--- src/rtl/tpg_pkg.sv ---
package tpg_pkg;
  typedef enum logic {
    WIN_IDLE = 1'b0,
    WIN_OPEN = 1'b1
  } win_state_e;
endpackage

--- src/rtl/tpg_lag_diff.sv ---
module tpg_lag_diff #(
  parameter int SMP_W = 14,
  parameter int LAG   = 4,
  localparam int DW   = SMP_W + 1
) (
  input  logic                 clk_i,
  input  logic                 rst_ni,
  input  logic [SMP_W-1:0]     smp_i,
  output logic signed [DW-1:0] diff_o
);
  logic [SMP_W-1:0] hist_q [LAG];

  always_ff @(posedge clk_i or negedge rst_ni) begin
    if (!rst_ni) begin
      for (int i = 0; i < LAG; i++) hist_q[i] <= '0;
    end else begin
      hist_q[0] <= smp_i;
      for (int i = 1; i < LAG; i++) hist_q[i] <= hist_q[i-1];
    end
  end

  assign diff_o = $signed({1'b0, smp_i}) - $signed({1'b0, hist_q[LAG-1]});
endmodule

--- src/rtl/tpg_edge_arm.sv ---
module tpg_edge_arm #(
  parameter int SMP_W = 14,
  parameter int HO_W  = 8,
  localparam int DW   = SMP_W + 1
) (
  input  logic                 clk_i,
  input  logic                 rst_ni,
  input  logic signed [DW-1:0] diff_i,
  input  logic [SMP_W-1:0]     thr_i,
  input  logic [HO_W-1:0]      holdoff_i,
  output logic                 hit_o
);
  logic            above, above_q, fire;
  logic [HO_W-1:0] hold_q;

  assign above = diff_i >= $signed({1'b0, thr_i});
  assign fire  = above && !above_q && (hold_q == '0);

  always_ff @(posedge clk_i or negedge rst_ni) begin
    if (!rst_ni) begin
      above_q <= 1'b0;
      hold_q  <= '0;
      hit_o   <= 1'b0;
    end else begin
      above_q <= above;
      hit_o   <= fire;
      if (fire)              hold_q <= holdoff_i;
      else if (hold_q != '0) hold_q <= hold_q - 1'b1;
    end
  end
endmodule

--- src/rtl/tpg_first_sel.sv ---
module tpg_first_sel #(
  parameter int N     = 36,
  localparam int IDX_W = $clog2(N)
) (
  input  logic [N-1:0]     vec_i,
  output logic [IDX_W-1:0] idx_o,
  output logic             any_o
);
  always_comb begin
    idx_o = '0;
    any_o = 1'b0;
    for (int i = N - 1; i >= 0; i--) begin
      if (vec_i[i]) begin
        idx_o = IDX_W'(i);
        any_o = 1'b1;
      end
    end
  end
endmodule

--- src/rtl/tpg_slow_rec.sv ---
module tpg_slow_rec
  import tpg_pkg::*;
#(
  parameter int N_SEG = 36,
  parameter int SMP_W = 14,
  parameter int TS_W  = 32,
  parameter int WIN_W = 8,
  parameter int ED_W  = 6,
  localparam int IDX_W = $clog2(N_SEG),
  localparam int DW    = SMP_W + 1
) (
  input  logic                 clk_i,
  input  logic                 rst_ni,
  input  logic [N_SEG-1:0]     seg_hit_i,
  input  logic                 core_hit_i,
  input  logic signed [DW-1:0] core_diff_i,
  input  logic [TS_W-1:0]      ts_i,
  input  logic [WIN_W-1:0]     win_len_i,
  input  logic [ED_W-1:0]      e_dly_i,
  output logic                 valid_o,
  output logic [N_SEG-1:0]     map_o,
  output logic [IDX_W-1:0]     first_o,
  output logic                 first_ok_o,
  output logic signed [DW-1:0] energy_o,
  output logic                 energy_ok_o,
  output logic [TS_W-1:0]      ts_o
);
  win_state_e          st_q;
  logic [WIN_W-1:0]    cnt_q, cnt_n;
  logic [N_SEG-1:0]    map_q, map_n;
  logic [IDX_W-1:0]    first_q, first_n, enc_idx;
  logic                fok_q, fok_n, enc_any;
  logic                seen_q, seen_n, got_q, got_n;
  logic [ED_W-1:0]     ecnt_q, ecnt_n;
  logic signed [DW-1:0] en_q, en_n;
  logic [TS_W-1:0]     wts_q, wts_n;
  logic                is_open, active, closing, core_new, cap_now, seen_b, got_b;

  tpg_first_sel #(.N(N_SEG)) u_first (
    .vec_i (seg_hit_i),
    .idx_o (enc_idx),
    .any_o (enc_any)
  );

  always_comb begin
    is_open  = (st_q == WIN_OPEN);
    active   = is_open || enc_any || core_hit_i;
    cnt_n    = is_open ? cnt_q + 1'b1 : WIN_W'(1);
    closing  = active && (cnt_n >= win_len_i);
    map_n    = (is_open ? map_q : '0) | seg_hit_i;
    fok_n    = (is_open && fok_q) || enc_any;
    first_n  = (is_open && fok_q) ? first_q : enc_idx;
    wts_n    = is_open ? wts_q : ts_i;
    seen_b   = is_open && seen_q;
    got_b    = is_open && got_q;
    core_new = core_hit_i && !seen_b;
    // capture on the hit itself for zero delay, else when the countdown ends
    cap_now  = (core_new && (e_dly_i == '0)) ||
               (seen_b && !got_b && (ecnt_q == ED_W'(1)));
    en_n     = cap_now ? core_diff_i : en_q;
    got_n    = got_b || cap_now;
    seen_n   = seen_b || core_hit_i;
    if (core_new)           ecnt_n = e_dly_i;
    else if (ecnt_q != '0)  ecnt_n = ecnt_q - 1'b1;
    else                    ecnt_n = '0;
  end

  always_ff @(posedge clk_i or negedge rst_ni) begin
    if (!rst_ni) begin
      st_q        <= WIN_IDLE;
      cnt_q       <= '0;
      map_q       <= '0;
      first_q     <= '0;
      fok_q       <= 1'b0;
      seen_q      <= 1'b0;
      got_q       <= 1'b0;
      ecnt_q      <= '0;
      en_q        <= '0;
      wts_q       <= '0;
      valid_o     <= 1'b0;
      map_o       <= '0;
      first_o     <= '0;
      first_ok_o  <= 1'b0;
      energy_o    <= '0;
      energy_ok_o <= 1'b0;
      ts_o        <= '0;
    end else begin
      valid_o <= 1'b0;
      if (active) begin
        cnt_q   <= cnt_n;
        map_q   <= map_n;
        first_q <= first_n;
        fok_q   <= fok_n;
        seen_q  <= seen_n;
        got_q   <= got_n;
        ecnt_q  <= ecnt_n;
        en_q    <= en_n;
        wts_q   <= wts_n;
        st_q    <= closing ? WIN_IDLE : WIN_OPEN;
      end
      if (closing) begin
        valid_o     <= 1'b1;
        map_o       <= map_n;
        first_o     <= fok_n ? first_n : '0;
        first_ok_o  <= fok_n;
        energy_o    <= got_n ? en_n : '0;
        energy_ok_o <= got_n;
        ts_o        <= wts_n;
      end
    end
  end
endmodule

--- src/rtl/trig_prim_gen.sv ---
module trig_prim_gen #(
  parameter int N_SEG = 36,
  parameter int SMP_W = 14,
  parameter int LAG   = 4,
  parameter int TS_W  = 32,
  parameter int HO_W  = 8,
  parameter int WIN_W = 8,
  parameter int ED_W  = 6,
  localparam int IDX_W = $clog2(N_SEG),
  localparam int N_CH  = N_SEG + 1,
  localparam int DW    = SMP_W + 1
) (
  input  logic                   clk_i,
  input  logic                   rst_ni,
  input  logic [N_SEG*SMP_W-1:0] seg_smp_i,
  input  logic [SMP_W-1:0]       core_smp_i,
  input  logic [SMP_W-1:0]       thr_i,
  input  logic [HO_W-1:0]        holdoff_i,
  input  logic [WIN_W-1:0]       win_len_i,
  input  logic [ED_W-1:0]        e_dly_i,
  output logic [N_CH-1:0]        fast_hit_o,
  output logic                   fast_any_o,
  output logic [TS_W-1:0]        fast_ts_o,
  output logic                   slow_valid_o,
  output logic [N_SEG-1:0]       slow_map_o,
  output logic [IDX_W-1:0]       slow_first_o,
  output logic                   slow_first_ok_o,
  output logic signed [DW-1:0]   slow_energy_o,
  output logic                   slow_energy_ok_o,
  output logic [TS_W-1:0]        slow_ts_o
);
  logic [N_CH-1:0]      hit;
  logic signed [DW-1:0] core_diff, core_diff_q;
  logic [TS_W-1:0]      ts_q;

  for (genvar c = 0; c < N_CH; c++) begin : g_ch
    logic [SMP_W-1:0]     smp;
    logic signed [DW-1:0] diff;
    if (c < N_SEG) begin : g_seg
      assign smp = seg_smp_i[c*SMP_W +: SMP_W];
    end else begin : g_core
      assign smp       = core_smp_i;
      assign core_diff = diff;
    end
    tpg_lag_diff #(.SMP_W(SMP_W), .LAG(LAG)) u_lag (
      .clk_i  (clk_i),
      .rst_ni (rst_ni),
      .smp_i  (smp),
      .diff_o (diff)
    );
    tpg_edge_arm #(.SMP_W(SMP_W), .HO_W(HO_W)) u_arm (
      .clk_i     (clk_i),
      .rst_ni    (rst_ni),
      .diff_i    (diff),
      .thr_i     (thr_i),
      .holdoff_i (holdoff_i),
      .hit_o     (hit[c])
    );
  end

  always_ff @(posedge clk_i or negedge rst_ni) begin
    if (!rst_ni) begin
      ts_q        <= '0;
      core_diff_q <= '0;
    end else begin
      ts_q        <= ts_q + 1'b1;
      core_diff_q <= core_diff;
    end
  end

  assign fast_hit_o = hit;
  assign fast_any_o = |hit;
  assign fast_ts_o  = ts_q;

  tpg_slow_rec #(
    .N_SEG(N_SEG), .SMP_W(SMP_W), .TS_W(TS_W), .WIN_W(WIN_W), .ED_W(ED_W)
  ) u_slow (
    .clk_i       (clk_i),
    .rst_ni      (rst_ni),
    .seg_hit_i   (hit[N_SEG-1:0]),
    .core_hit_i  (hit[N_SEG]),
    .core_diff_i (core_diff_q),
    .ts_i        (ts_q),
    .win_len_i   (win_len_i),
    .e_dly_i     (e_dly_i),
    .valid_o     (slow_valid_o),
    .map_o       (slow_map_o),
    .first_o     (slow_first_o),
    .first_ok_o  (slow_first_ok_o),
    .energy_o    (slow_energy_o),
    .energy_ok_o (slow_energy_ok_o),
    .ts_o        (slow_ts_o)
  );
endmodule

--- config.mk ---
export PLATFORM = sky130hd
export DESIGN_NAME = trig_prim_gen
export DESIGN_NICKNAME = d
export VERILOG_FILES = /design/src/rtl/tpg_pkg.sv /design/src/rtl/tpg_lag_diff.sv /design/src/rtl/tpg_edge_arm.sv /design/src/rtl/tpg_first_sel.sv /design/src/rtl/tpg_slow_rec.sv /design/src/rtl/trig_prim_gen.sv
export SDC_FILE = /design/constraint.sdc
export NUM_CORES = 2
export LEC_CHECK = 0
export ABC_CLOCK_PERIOD_IN_PS = 5500
export BUFFER_PORTS_ARGS = -buffer_cell sky130_fd_sc_hd__buf_2
export CAP_MARGIN = 5
export CELL_PAD_IN_SITES_DETAIL_PLACEMENT = 1
export CELL_PAD_IN_SITES_GLOBAL_PLACEMENT = 1
export CORE_ASPECT_RATIO = 2
export CORE_MARGIN = 2
export CORE_UTILIZATION = 40
export DETAILED_ROUTE_END_ITERATION = 7
export HOLD_SLACK_MARGIN = 0.06
export PLACE_DENSITY_LB_ADDON = 0.3
export REMOVE_ABC_BUFFERS = 1
export SYNTH_ARGS = -nofsm -noshare
export SYNTH_HDL_FRONTEND = slang
export SYNTH_SLANG_ARGS = --single-unit
export TNS_END_PERCENT = 1
--- constraint.sdc ---
create_clock -name clk_i -period 5.5 [get_ports clk_i]
set_input_delay 1.1 -clock clk_i [delete_from_list [all_inputs] [get_ports clk_i]]
set_output_delay 1.1 -clock clk_i [all_outputs]
set_load 0.01 [all_outputs]
# Word-level counts from Yosys, hierarchy flattened
# Index checks and enable logic that the tools add are counted.
# word_totals
reg_bits,2688
inputBits,556
output_inout_bits,162
elab_cells,793
# classes
n_addsub,77
magnitude_cmp,38
eq_ne,1
n_mux,157
bitwise,1
n_reduce_logical,241
# ops
cell,count
8-bit two-way mux,75
15-bit >= comparator,37
14-bit by 14-bit subtractor with 15-bit output,37
8-bit logical NOT,37
8-bit nonzero test,37
8-bit by 1-bit subtractor with 8-bit output (second input constant),37
6-bit two-way mux,40
1-bit logical AND,82
2-bit nonzero test,37
1-bit logical NOT,39
1-bit two-way mux,38
37-bit OR reduction,1
36-bit two-way mux,1
36-bit bitwise OR,1
32-bit by 1-bit adder with 32-bit output (second input constant),1
32-bit two-way mux,1
15-bit two-way mux,2
8-bit by 1-bit adder with 8-bit output (second input constant),1
8-bit >= comparator,1
6-bit by 1-bit equality test with 1-bit output (second input constant),1
6-bit logical NOT,1
1-bit logical OR,6
6-bit nonzero test,1
6-bit by 1-bit subtractor with 6-bit output (second input constant),1

# Longest topological paths before layout
# logic_depth
ltp_word,40
mapped_depth,21
mapped_depth_nobuf,20

# Cells and area by module
# Synthesis repeated with hierarchy kept, for this count alone.
# hier_totals
hier_cells,10720
hier_area_um2,124903.5
# modules_own_cells
module,n_inst,cells_each,area_each_um2,seq_area_each_um2
tpg_lag_diff at g_ch[0].u_lag ...,25,164,2164.6,1401.3
tpg_edge_arm,37,98,885.8,250.2
tpg_lag_diff at g_ch[3].u_lag ...,7,174,2232.1,1401.3
tpg_lag_diff at g_ch[32].u_lag ...,5,174,2227.1,1401.3
tpg_slow_rec,1,673,8871.0,4979.8
trig_prim_gen,1,156,1934.4,1176.1
tpg_first_sel,1,77,446.7,0.0

# Worst setup path after synthesis
# OpenSTA, ideal clock, no wires.
# synth_timing
path_kind,input to register
start,input port seg_smp_i[490]
end,register g_ch[35].u_arm.hold_q[5]
setup_ns,0.118
arrival_ns,4.718
t_required_ns,5.382
setup_slack_ns,0.664
cell_stages,18
n_path_buf,0
cell_sequence,inv_1 -> ha_1 -> fa_1 -> nor2b_1 -> o2111ai_1 -> a31o_2 -> o21ai_0 -> nor2_1 -> nor2_1 -> nor2_1 -> xnor2_1 -> ha_1 -> or4_1 -> a211o_1 -> o311ai_1 -> nor2_1 -> nor4b_2 -> a21o_1
# synth_via
elab_chain_len,5
elab_cells_between_ends,6
classes_between,add/sub: 1; order compare: 1; mux: 1; reduce/logical: 3
# synth_lines
item,line_no,text
start: declaration,trig_prim_gen.sv:15,"input logic [N_SEG*SMP_W-1:0] seg_smp_i,"
14-bit by 14-bit subtractor with 15-bit output (*),tpg_lag_diff.sv:22,"assign diff_o = $signed({1'b0, smp_i}) - $signed({1'b0, hist_q[LAG-1]});"
15-bit >= comparator (*),tpg_edge_arm.sv:16,"assign above = diff_i >= $signed({1'b0, thr_i});"
1-bit logical AND (*) (2 in a row),tpg_edge_arm.sv:17,assign fire = above && !above_q && (hold_q == '0);
named net g_ch[35].u_arm.fire,tpg_edge_arm.sv:13,"logic above, above_q, fire;"
8-bit two-way mux or 2-bit nonzero test (tied branches),-,
end signal: assignment,tpg_edge_arm.sv:27,if (fire) hold_q <= holdoff_i;
end signal: assignment,tpg_edge_arm.sv:28,else if (hold_q != '0) hold_q <= hold_q - 1'b1;
end: declaration,tpg_edge_arm.sv:14,logic [HO_W-1:0] hold_q;
# Mark *: on every way through the listed nets, which the timed path passes. The rest lies on a longest branch.
# A chain may end at the register's enable or synchronous reset.

# Worst setup path after layout
# layout_timing
start,register g_ch[11].u_arm.hit_o
end,output port fast_any_o
# layout_via
elab_chain_len,1
# layout_lines
item,line_no,text
start: declaration,tpg_edge_arm.sv:11,output logic hit_o
start signal: assignment,tpg_edge_arm.sv:26,hit_o <= fire;
37-bit OR reduction,trig_prim_gen.sv:72,assign fast_any_o = |hit;
end: declaration,trig_prim_gen.sv:22,"output logic fast_any_o,"
# No other way between the ends.

==> impl_metrics.prom <==
# TYPE chip_impl_metric gauge
chip_impl_metric{name="placed_area",unit="um2"} 124000
chip_impl_metric{name="max_fanout_on_critical_path",unit=""} 7
chip_impl_metric{name="pin_count_of_the_biggest_net_entering_global_routing",unit=""} 159
chip_impl_info{name="critical-path-slowest-cell",value="nor4_1"} 1
chip_impl_metric{name="setup_violations",unit=""} 0
chip_impl_metric{name="route.detailed.wl_per_inst",unit="um"} 22.7
chip_impl_metric{name="internal_power",unit="uW"} 35600
chip_impl_metric{name="viasPerCell",unit=""} 5.32
chip_impl_metric{name="worstPathArrival",unit="ns"} 3.85
chip_impl_metric{name="finalCoreUtilization",unit="%"} 46.4
chip_impl_metric{name="row_count",unit=""} 278
chip_impl_metric{name="grt_pass1_wl",unit="um"} 513000
chip_impl_metric{name="timing.setup.tns",unit="ns"} 0
chip_impl_info{name="setup.worst_path.end_class",value="primary output"} 1
chip_impl_metric{name="final_min_period_over_clock_period",unit="%"} 90.0
chip_impl_metric{name="synth.yosys.seq_area_share",unit="%"} 58.4
chip_impl_metric{name="power_leakage",unit="uW"} 0.0637
chip_impl_metric{name="synth-edff-count",unit=""} 0
chip_impl_metric{name="power.switching_fraction",unit="%"} 28.7
chip_impl_metric{name="grt.total_usage",unit="%"} 22.8
chip_impl_info{name="critical_path_class",value="flip-flop to primary output"} 1
chip_impl_info{name="min-delay-path-class",value="input pin to async pin"} 1
chip_impl_metric{name="max_slew.worst_pin.slew",unit="ns"} 1.34
chip_impl_metric{name="die_area",unit="um2"} 293000
chip_impl_metric{name="netlist_area_before_placement",unit="um2"} 115000
chip_impl_metric{name="slew_viol_final",unit=""} 0
chip_impl_metric{name="numClockSinks",unit=""} 2688
chip_impl_metric{name="fin_hold_ws",unit="ns"} 0.289
chip_impl_info{name="critical_path.reg2reg.startpoint",value="g_ch[2].u_lag.hist_q[1]"} 1
chip_impl_metric{name="cts_setup_buffers",unit=""} 0
chip_impl_metric{name="max_freq",unit="MHz"} 202
chip_impl_metric{name="final_layout_size_suffix_gt1_share",unit="%"} 13.5
chip_impl_metric{name="holdBufCountCts",unit=""} 0
chip_impl_info{name="clock_tree_from_tritoncts",value="built"} 1
chip_impl_metric{name="netlist-cell-type-count",unit=""} 95
chip_impl_info{name="run_status",value="finished, final reports clean"} 1
chip_impl_metric{name="power.clock.fraction",unit="%"} 37.0
chip_impl_metric{name="io_pins",unit=""} 718
chip_impl_metric{name="cp_num_cells",unit=""} 6
chip_impl_info{name="crit_family",value="simple AND/OR/NAND/NOR gates"} 1
chip_impl_metric{name="yosys_register_bits",unit=""} 2688
chip_impl_metric{name="maxCapViolations",unit=""} 0
chip_impl_metric{name="finalNetCount",unit=""} 12300
chip_impl_metric{name="number_of_antenna_violations_at_the_first_check_in_global_routing",unit=""} 105
chip_impl_info{name="r2r-end",value="g_ch[2].u_arm.hold_q[6]"} 1
chip_impl_metric{name="fin_area",unit="um2"} 133000
chip_impl_metric{name="area_growth",unit="%"} 15.5
chip_impl_metric{name="r2r_slack",unit="ns"} 0.73
chip_impl_metric{name="die-width",unit="um"} 384
chip_impl_metric{name="ir_worst_vdd",unit="V"} 0.000364
chip_impl_info{name="layout.cells.most_common",value="dfrtp_1"} 1
chip_impl_info{name="start_kind",value="flip-flop"} 1
chip_impl_metric{name="share_seq_of_total_power",unit="%"} 45.1
chip_impl_metric{name="power.density",unit="nW/um2"} 375
chip_impl_metric{name="p_switching",unit="uW"} 14300
chip_impl_metric{name="period_needed",unit="ns"} 4.95
chip_impl_metric{name="slew_hr",unit="%"} 9.65
chip_impl_metric{name="finalWirelength",unit="um"} 332000
chip_impl_metric{name="port_buffers",unit=""} 717
chip_impl_metric{name="chipHeight",unit="um"} 763
chip_impl_metric{name="timing.critical_path.required",unit="ns"} 4.40
chip_impl_metric{name="first_global_vias",unit=""} 87500
chip_impl_metric{name="tritonroute_pass_1_iters",unit=""} 5
chip_impl_metric{name="worst-path-buf-inv",unit=""} 2
chip_impl_info{name="most_frequent_cells_in_the_layout",value="dfrtp_1, ha_1, inv_1, nor2_1, buf_2"} 1
chip_impl_info{name="path_cells",value="buf_4 -> nor4_1 -> nand4_1 -> nor3_2 -> nand2b_1 -> buf_2"} 1
chip_impl_metric{name="htree_num_levels",unit=""} 4
chip_impl_metric{name="critical_path.max_stage_delay",unit="ns"} 1.14
chip_impl_metric{name="max-clock-path-buffers",unit=""} 4
chip_impl_metric{name="share_comb_of_total_power",unit="%"} 17.8
chip_impl_metric{name="cts.clk_slew.worst_paths",unit="ns"} 0.07
chip_impl_metric{name="regArea",unit="um2"} 67300
chip_impl_metric{name="multiInputGateArea",unit="um2"} 44200
chip_impl_info{name="cts_root_buf",value="clkbuf_16"} 1
chip_impl_metric{name="finalWeightedCongestion",unit=""} 0.853
chip_impl_metric{name="final.fill_count",unit=""} 30400
chip_impl_metric{name="violation_count_after_the_first_detailed_routing_iteration",unit=""} 3199
chip_impl_info{name="startpoint",value="g_ch[11].u_arm.hit_o"} 1
chip_impl_metric{name="floorplan.initialDensity",unit="%"} 40.2
chip_impl_metric{name="worst_skew_pair_latency",unit="ns"} 0.92
chip_impl_info{name="grt_setup_unrepaired",value="no"} 1
chip_impl_metric{name="clock_skew",unit="ns"} 0.0546
chip_impl_metric{name="syn-instance-count",unit=""} 9675
chip_impl_info{name="critical_path.endpoint",value="fast_any_o"} 1
chip_impl_metric{name="drc",unit=""} 0
chip_impl_metric{name="cts_made_buffers",unit=""} 247
chip_impl_info{name="synth_ff_type",value="dfrtp_1"} 1
chip_impl_metric{name="postSynth.asyncResetShare",unit="%"} 100
chip_impl_metric{name="gr-total-overflow",unit=""} 0
chip_impl_metric{name="ys_warn_count",unit=""} 0
chip_impl_metric{name="worstRegToRegCells",unit=""} 19
chip_impl_metric{name="post_cts_resize_count",unit=""} 0
chip_impl_metric{name="hold_viol_final",unit=""} 0
chip_impl_metric{name="route.antenna.remaining_nets",unit=""} 0
chip_impl_metric{name="detailedPlacementHpwl",unit="um"} 239000
chip_impl_metric{name="post_synthesis_area_per_instance",unit="um2"} 11.9
chip_impl_metric{name="num_vias",unit=""} 77900
chip_impl_metric{name="floorplan.core_area",unit="um2"} 287000
## flip-flops by register name (all words and copies together), names as in the netlist, 6 cells and up
signal,flops
core_diff_q,15
fast_ts_o,32
g_ch.u_arm.above_q,37
g_ch.u_arm.hit_o,37
g_ch.u_arm.hold_q,296
g_ch.u_lag.hist_q,2072
u_slow.cnt_q,8
u_slow.ecnt_q,6
u_slow.en_q,15
u_slow.energy_o,15
u_slow.first_o,6
u_slow.first_q,6
u_slow.map_o,36
u_slow.map_q,36
u_slow.ts_o,32
u_slow.wts_q,32
## layer usage
layer  wire [um]  vias up  part of all wire, %  global-route usage, %
met5         439        -                 0.13                      0
met4       11700       64                  3.5                   7.86
met3       16200      633                  4.9                   4.06
met2      167000     1515                   50                   40.2
met1      136000    40100                   41                   27.8
li1            -    35600                    -                      -
## cells by family (layout without fill, tap and decap cells)
| kind of cell | count (synthesis) | in the layout | synth area share (%) |
|---|---|---|---|
| DFF | 2688 | 2688 | 58.4 |
| and+or+nand+nor | 2331 | 2331 | 9.82 |
| AOI/OAI and AO/OA | 1953 | 1953 | 11.3 |
| adders and majority gates | 1123 | 1123 | 12.4 |
| buffers and inverters | 975 | 2134 | 3.32 |
| xor gates and xnor gates | 478 | 478 | 3.63 |
| muxes | 127 | 127 | 1.16 |
| other | 0 | 45 | 0 |
## Yosys cell counts (all sizes together), types with 41 or more instances
library cell  instances  share of area, %
dfrtp              2688                58
ha                 1086                12
inv                 815               2.7
nor2                769               2.5
a21oi               533               2.3
nand2               395               1.3
xnor2               377               2.9
o21ai               357               1.6
nor3                315               1.4
o21a                172               1.1
nand3               163              0.71
a21o                144              0.94
or3                 137              0.74
nor2b               131              0.71
xor2                101              0.77
a211oi               90              0.61
clkbuf               87              0.28
nand2b               82              0.45
o31ai                82              0.53
mux2i                75              0.65
buf                  70              0.38
and2                 66              0.36
a31oi                64              0.35
o211ai               64              0.42
and3                 59              0.32
mux2                 52              0.51
nor4                 47              0.27
o31a                 46              0.35
a21boi               41              0.27
## through the flow
| step | std cells | power [uW] | setup WS (ns) |
|---|---|---|---|
| floorplan | 9518 | 28200 | -0.652 |
| CTS | 14600 | 50600 | 0.564 |
| detailed placement | 14200 | 31800 | -0.123 |
| finish | 14700 | 49900 | 0.551 |
| global placement | 14200 | 31100 | 0.0406 |
| global route | 14600 | 52500 | 0.274 |
## how the worst min path moves through the flow
stage                                   start                        end  slack, ns
finish                                 rst_ni  g_ch[27].u_lag.hist_q[25]       0.29
CTS                            seg_smp_i[350]  g_ch[25].u_lag.hist_q[42]       0.20
detailed placement  g_ch[35].u_lag.hist_q[53]  g_ch[35].u_lag.hist_q[39]       0.34
global route                   seg_smp_i[350]  g_ch[25].u_lag.hist_q[42]       0.24
global placement    g_ch[17].u_lag.hist_q[20]   g_ch[17].u_lag.hist_q[6]       0.33
floorplan            g_ch[0].u_lag.hist_q[14]    g_ch[0].u_lag.hist_q[0]       0.33
## power groups by stage
stage,clock network (uW),logic (uW),registers (uW)
5_1_grt,19700,10100,22700
3_3_place_gp,0,8400,22700
6_report,18500,8910,22500
4_1_cts,19100,9040,22500
3_5_place_dp,0,8940,22800
2_1_floorplan,0,5450,22700
## layout make-up
| type | count | share of cell area (%) |
|---|---|---|
| Inverter | 818 | 2.33 |
| Sequential cell | 2688 | 50.5 |
| Tap cell | 3780 | 3.55 |
| Clock inverter | 137 | 1.38 |
| Clock buffer | 314 | 5.14 |
| Antenna cell | 45 | 0.0846 |
| Timing Repair Buffer | 865 | 3.77 |
| Multi-Input combinational cell | 6012 | 33.2 |
Note: power is estimated with default switching activity, not from simulation.
